--- src/rtl/nrsqrt_pkg.sv ---
package nrsqrt_pkg;

  typedef enum logic [1:0] {
    SQ_IDLE = 2'd0,
    SQ_ITER = 2'd1,
    SQ_FIX  = 2'd2
  } sq_state_e;

endpackage

--- src/rtl/nrsqrt_addsub.sv ---
module nrsqrt_addsub #(
  parameter int W = 18
) (
  input  logic [W-1:0] a,
  input  logic [W-1:0] b,
  input  logic         sub,
  output logic [W-1:0] sum
);
  // One two's-complement adder. Subtraction is a plus the inverted b plus 1.
  logic [W-1:0] b_eff;
  always_comb begin
    b_eff = sub ? ~b : b;
    sum   = a + b_eff + {{(W-1){1'b0}}, sub};
  end
endmodule

--- src/rtl/nrsqrt_ctrl.sv ---
module nrsqrt_ctrl
  import nrsqrt_pkg::*;
#(
  parameter int ROOT_W = 16
) (
  input  logic clk,
  input  logic rst_n,
  input  logic in_valid,
  output logic in_ready,
  output logic load,
  output logic step,
  output logic fix,
  output logic out_valid
);
  localparam int CNT_W = (ROOT_W > 1) ? $clog2(ROOT_W) : 1;
  localparam logic [CNT_W-1:0] LAST = CNT_W'(ROOT_W - 1);

  sq_state_e        state_q, state_d;
  logic [CNT_W-1:0] cnt_q;

  always_comb begin
    in_ready = (state_q == SQ_IDLE);
    load     = in_ready && in_valid;
    step     = (state_q == SQ_ITER);
    fix      = (state_q == SQ_FIX);
    state_d  = state_q;
    unique case (state_q)
      SQ_IDLE: if (in_valid)        state_d = SQ_ITER;
      SQ_ITER: if (cnt_q == LAST)   state_d = SQ_FIX;
      SQ_FIX:                       state_d = SQ_IDLE;
      default:                      state_d = SQ_IDLE;
    endcase
  end

  always_ff @(posedge clk or negedge rst_n) begin
    if (!rst_n) begin
      state_q   <= SQ_IDLE;
      cnt_q     <= '0;
      out_valid <= 1'b0;
    end else begin
      state_q   <= state_d;
      out_valid <= fix;
      if (load)      cnt_q <= '0;
      else if (step) cnt_q <= cnt_q + 1'b1;
    end
  end

  assert_take_blocks_R1: assert property (@(posedge clk) disable iff (!rst_n)
    load |=> !in_ready);

  assert_single_pulse_R2: assert property (@(posedge clk) disable iff (!rst_n)
    out_valid |=> !out_valid);

  assert_fix_then_done_R2: assert property (@(posedge clk) disable iff (!rst_n)
    fix |=> (out_valid && in_ready));

  assert_no_step_idle_R1: assert property (@(posedge clk) disable iff (!rst_n)
    in_ready |-> !(step || fix));
endmodule

--- src/rtl/nrsqrt_path.sv ---
module nrsqrt_path #(
  parameter int DATA_W = 32
) (
  input  logic                clk,
  input  logic                rst_n,
  input  logic                load,
  input  logic                step,
  input  logic                fix,
  input  logic [DATA_W-1:0]   operand,
  output logic [DATA_W/2-1:0] root,
  output logic [DATA_W/2:0]   rem
);
  localparam int ROOT_W = DATA_W / 2;
  localparam int REM_W  = ROOT_W + 2;

  logic [DATA_W-1:0] d_q;
  logic [ROOT_W-1:0] q_q;
  logic [REM_W-1:0]  r_q;

  logic             neg;
  logic [REM_W-1:0] r_shift, iter_op, fix_op, add_a, add_b, add_sum;
  logic             add_sub;

  always_comb begin
    neg     = r_q[REM_W-1];
    r_shift = {r_q[REM_W-3:0], d_q[DATA_W-1 -: 2]};
    iter_op = {q_q, neg, 1'b1};
    fix_op  = {1'b0, q_q, 1'b1};
    add_a   = fix ? r_q    : r_shift;
    add_b   = fix ? fix_op : iter_op;
    add_sub = fix ? 1'b0   : !neg;
  end

  nrsqrt_addsub #(.W(REM_W)) u_addsub (
    .a   (add_a),
    .b   (add_b),
    .sub (add_sub),
    .sum (add_sum)
  );

  always_ff @(posedge clk or negedge rst_n) begin
    if (!rst_n) begin
      d_q <= '0;
      q_q <= '0;
      r_q <= '0;
    end else if (load) begin
      d_q <= operand;
      q_q <= '0;
      r_q <= '0;
    end else if (step) begin
      d_q <= {d_q[DATA_W-3:0], 2'b00};
      q_q <= {q_q[ROOT_W-2:0], ~add_sum[REM_W-1]};
      r_q <= add_sum;
    end else if (fix && neg) begin
      r_q <= add_sum;
    end
  end

  assign root = q_q;
  assign rem  = r_q[ROOT_W:0];

  assert_fix_nonneg_R7: assert property (@(posedge clk) disable iff (!rst_n)
    fix |=> !r_q[REM_W-1]);

  assert_operand_shift_R6: assert property (@(posedge clk) disable iff (!rst_n)
    step |=> (d_q[DATA_W-1:2] == $past(d_q[DATA_W-3:0])));
endmodule

--- src/rtl/nrsqrt_unit.sv ---
module nrsqrt_unit #(
  parameter int DATA_W = 32
) (
  input  logic                clk,
  input  logic                rst_n,
  input  logic                in_valid,
  output logic                in_ready,
  input  logic [DATA_W-1:0]   in_operand,
  output logic                out_valid,
  output logic [DATA_W/2-1:0] out_root,
  output logic [DATA_W/2:0]   out_rem
);
  localparam int ROOT_W = DATA_W / 2;

  logic load, step, fix;

  nrsqrt_ctrl #(.ROOT_W(ROOT_W)) u_ctrl (
    .clk       (clk),
    .rst_n     (rst_n),
    .in_valid  (in_valid),
    .in_ready  (in_ready),
    .load      (load),
    .step      (step),
    .fix       (fix),
    .out_valid (out_valid)
  );

  nrsqrt_path #(.DATA_W(DATA_W)) u_path (
    .clk     (clk),
    .rst_n   (rst_n),
    .load    (load),
    .step    (step),
    .fix     (fix),
    .operand (in_operand),
    .root    (out_root),
    .rem     (out_rem)
  );

  assert_hold_idle_R5: assert property (@(posedge clk) disable iff (!rst_n)
    ($past(in_ready) && !$past(in_valid)) |-> ($stable(out_root) && $stable(out_rem)));

  assert_rem_bound_R4: assert property (@(posedge clk) disable iff (!rst_n)
    out_valid |-> (out_rem <= {out_root, 1'b0}));
endmodule

--- config.mk ---
export PLATFORM = sky130hd
export DESIGN_NAME = nrsqrt_unit
export DESIGN_NICKNAME = d
export VERILOG_FILES = /design/src/rtl/nrsqrt_pkg.sv /design/src/rtl/nrsqrt_addsub.sv /design/src/rtl/nrsqrt_ctrl.sv /design/src/rtl/nrsqrt_path.sv /design/src/rtl/nrsqrt_unit.sv
export SDC_FILE = /design/constraint.sdc
export NUM_CORES = 1
export LEC_CHECK = 0
export BUFFER_PORTS_ARGS = -buffer_cell sky130_fd_sc_hd__buf_2
export CAP_MARGIN = 10
export CORE_ASPECT_RATIO = 0.6
export CORE_MARGIN = 8
export CORE_UTILIZATION = 35
export DETAILED_ROUTE_END_ITERATION = 16
export PLACE_DENSITY = 0.62
export SLEW_MARGIN = 5
export SYNTH_ARGS = -nofsm -noshare
export SYNTH_HDL_FRONTEND = slang
export SYNTH_SLANG_ARGS = --single-unit
--- constraint.sdc ---
create_clock -name clk -period 3.2 [get_ports clk]
set_input_delay 0.32 -clock clk [delete_from_list [all_inputs] [get_ports clk]]
set_output_delay 0.32 -clock clk [all_outputs]
set_load 0.01 [all_outputs]
==> flow_metrics.tcl <==
set metrics [dict create \
    yosys.area_share.adder 0.0506 \
    syn_area_mm2 0.00460 \
    setup_tns_ps 0 \
    syn_to_final_growth_pct 17.4 \
    hold_viol_final 0 \
    period_share 0.981 \
    synthSimpleGateAreaFrac 0.201 \
    crit_type "flop to flop" \
    slowest_stage "dfrtp_1" \
    ys_warn_count 0 \
    crit_chain "nand2b_4, buf_4, mux2_2, ha_1, a21oi_1, a21boi_0, a311oi_2, buf_4, o2111a_1, a211oi_1, a211o_1" \
    clock_sinks 73 \
    clock_latency_ps 340 \
    drv_slew 0 \
    outcome "complete, no violations" \
    crit_path_end_kind "flop" \
    die_w_um 164 \
    die_area_mm2 0.0172 \
    worst_pin_slew_ps 940 \
    via_count 4052 \
    grt_overflow 0 \
    stdcell_count 757 \
    first_global_vias 3851 \
    start_util 0.358 \
    dp_hpwl_um 9170 \
    clockBufferDepth 2 \
    ys_async_sr_fraction 1.00 \
    drc_errors 0 \
    io_pins 70 \
    final.setup_skew_ps 9.18 \
    die_y_um 105 \
    worst_path_largest_cell_delay_ps 460 \
    drtPass1Iterations 5 \
    routed_wl_um 13000 \
    drive_gt1_frac 0.244 \
    portBuffers 69 \
    syn_inst 526 \
    core_area_mm2 0.0129 \
    ant_nets 0 \
    ys_seq_area_frac 0.397 \
    ys.flop_type "dfrtp_1" \
    hold_buffers 0 \
    num-nets-final 635 \
    netlist.area_leader.share 0.397 \
    crit_fanout 13 \
    cts_root_buf "clkbuf_16" \
    synth.area.top_cells "dfrtp_1, nand2_1, a22oi_1" \
    placedCellCount 731 \
    h-tree-depth 3 \
    fmax_mhz 319 \
    path_clk_slew_ps 60 \
    cts_tree "built" \
    setup_viol 0 \
    required_ps 3410 \
    maxCapViolCount 0 \
    avgViaCountPerCell 5.35 \
    yosysTopAreaCell "dfrtp_1" \
    crit_top_cell "buf_4" \
    track_usage 0.148 \
    diodes 0 \
    synth-compound-area-share 0.193 \
    crit_arrival_ps 3350 \
    post-route-min-period_ps 3140 \
    grt_pass1_wl_um 20700 \
    synth_top_family_by_area "simple AND/OR/NAND/NOR gates" \
    synth-xor-area-share 0.0476 \
    grt_max_degree 74 \
    cts_buffers 9 \
    first_iter_violations 245 \
    syn-num-nets 579 \
    synth_area_per_cell_um2 8.75 \
    antenna_found_initial 0 \
    place_congestion 0.891 \
    hp-class "input pin to async pin" \
    synth_mux_area_frac 0.0484 \
    ys_ff_latch 73 \
    max-slew-margin-rel 0.373 \
    rows 32 \
    wl_per_cell_um 17.2 \
    synth_cell_type_count 55 \
    synth_edf_count 0 \
    startpoint_type "flop" \
]
-- synthesized netlist by cell type, types with 6 or more instances --
master,n
nand2_1,122
dfrtp_1,73
a21oi_1,31
a22oi_1,30
clkbuf_1,29
nand3_1,25
nor2_1,25
o21ai_0,21
xor2_1,21
buf_4,17
ha_1,17
mux2_2,17
a21o_1,12
and3_1,6
inv_1,6
-- cells by family after synthesis --
kind of cell	count (synthesis)
multiplexers	20
adder cells (fa/ha/maj)	18
buffers and inverters	55
AND/OR/NAND/NOR	209
AO/OA/AOI/OAI	126
flip-flops	73
XOR/XNOR	25
-- stage by stage --
step / util / setup WS, ps / instance area [um^2] / hold WS [ps]
after floorplan: - / 32.2 / 4600 / 24.4
after global placement: 0.391 / 167 / 5020 / 459
after detailed placement: 0.391 / 60.9 / 5020 / 464
after CTS: 0.412 / 25.4 / 5300 / 164
after global routing: 0.420 / -55.2 / 5400 / 194
final: 0.420 / 62.0 / 5400 / 115
-- flip-flops by register name, summed over array words and instances, names as in the netlist --
signal	cells
u_path.d_q	32
u_path.r_q	18
u_path.root	16
u_ctrl.cnt_q	4
u_ctrl.state_q	2
u_ctrl.out_valid	1
-- final cells by class --
cell class                      instances  area, um^2
Sequential cell                        73        1830
Timing Repair Buffer                   93         532
Fill cell                            1285        7450
Clock inverter                          6        40.0
Multi-Input combinational cell        399        2530
Clock buffer                           10         239
Tap cell                              170         213
Inverter                                6        22.5
-- routing by layer --
layer  part of all wire  up-vias  global-route usage
met5                  0        -                   0
met4              0.010        0              0.0375
met3              0.069       10              0.0357
met2               0.42      124               0.208
met1               0.50     1967               0.221
li1                   -     1951                   -
-- cells in the final DEF, fill, tap and decap left out, drive strengths merged, types with 5 or more instances in the layout --
master / instances
a21o: 12
buf: 93
clkbuf: 10
and3: 6
inv: 8
a21oi: 31
mux2: 18
nor2: 25
nand2b: 6
nand2: 122
nand3: 25
ha: 17
xor2: 21
dfrtp: 73
a22oi: 30
o31ai: 5
o21ai: 23
-- worst max-delay path, delay by kind of cell, from the launching register on --
kind | cells | cell delay, ps
AOI/OAI and AO/OA | 6 | 1380
and+or+nand+nor | 1 | 210
DFF | 1 | 460
buffers and inverters | 2 | 330
adders and majority gates | 1 | 310
muxes | 1 | 320
-- worst paths after layout --
path | from | endpoint | slack [ps] | cells after the start
max | u_ctrl.state_q[1]$_DFFE_PN0P_ | u_path.r_q[17]$_DFFE_PN0P_ | 60 | 11
min | rst_n | u_path.d_q[20]$_DFFE_PN0P_ | 110 | 1
max reg2reg | u_ctrl.state_q[1]$_DFFE_PN0P_ | u_path.r_q[17]$_DFFE_PN0P_ | 60 | 11
min reg2reg | u_path.d_q[20]$_DFFE_PN0P_ | u_path.d_q[20]$_DFFE_PN0P_ | 480 | 2
max in group asynchronous | rst_n | u_path.r_q[5]$_DFFE_PN0P_ | 2460 | 1
min in group clk | in_operand[1] | u_path.d_q[1]$_DFFE_PN0P_ | 180 | 3
-- what timing repair did --
item / CTS / global route
buffers inserted: 0 / 9
endpoints found under the hold margin: 0 / 0
setup endpoints to repair: 0 / 4
resized for setup: 0 / 6
Power is left out: the tool's default activity adds up to more than one toggle a clock period on the data nets, which glitch-free logic cannot reach.
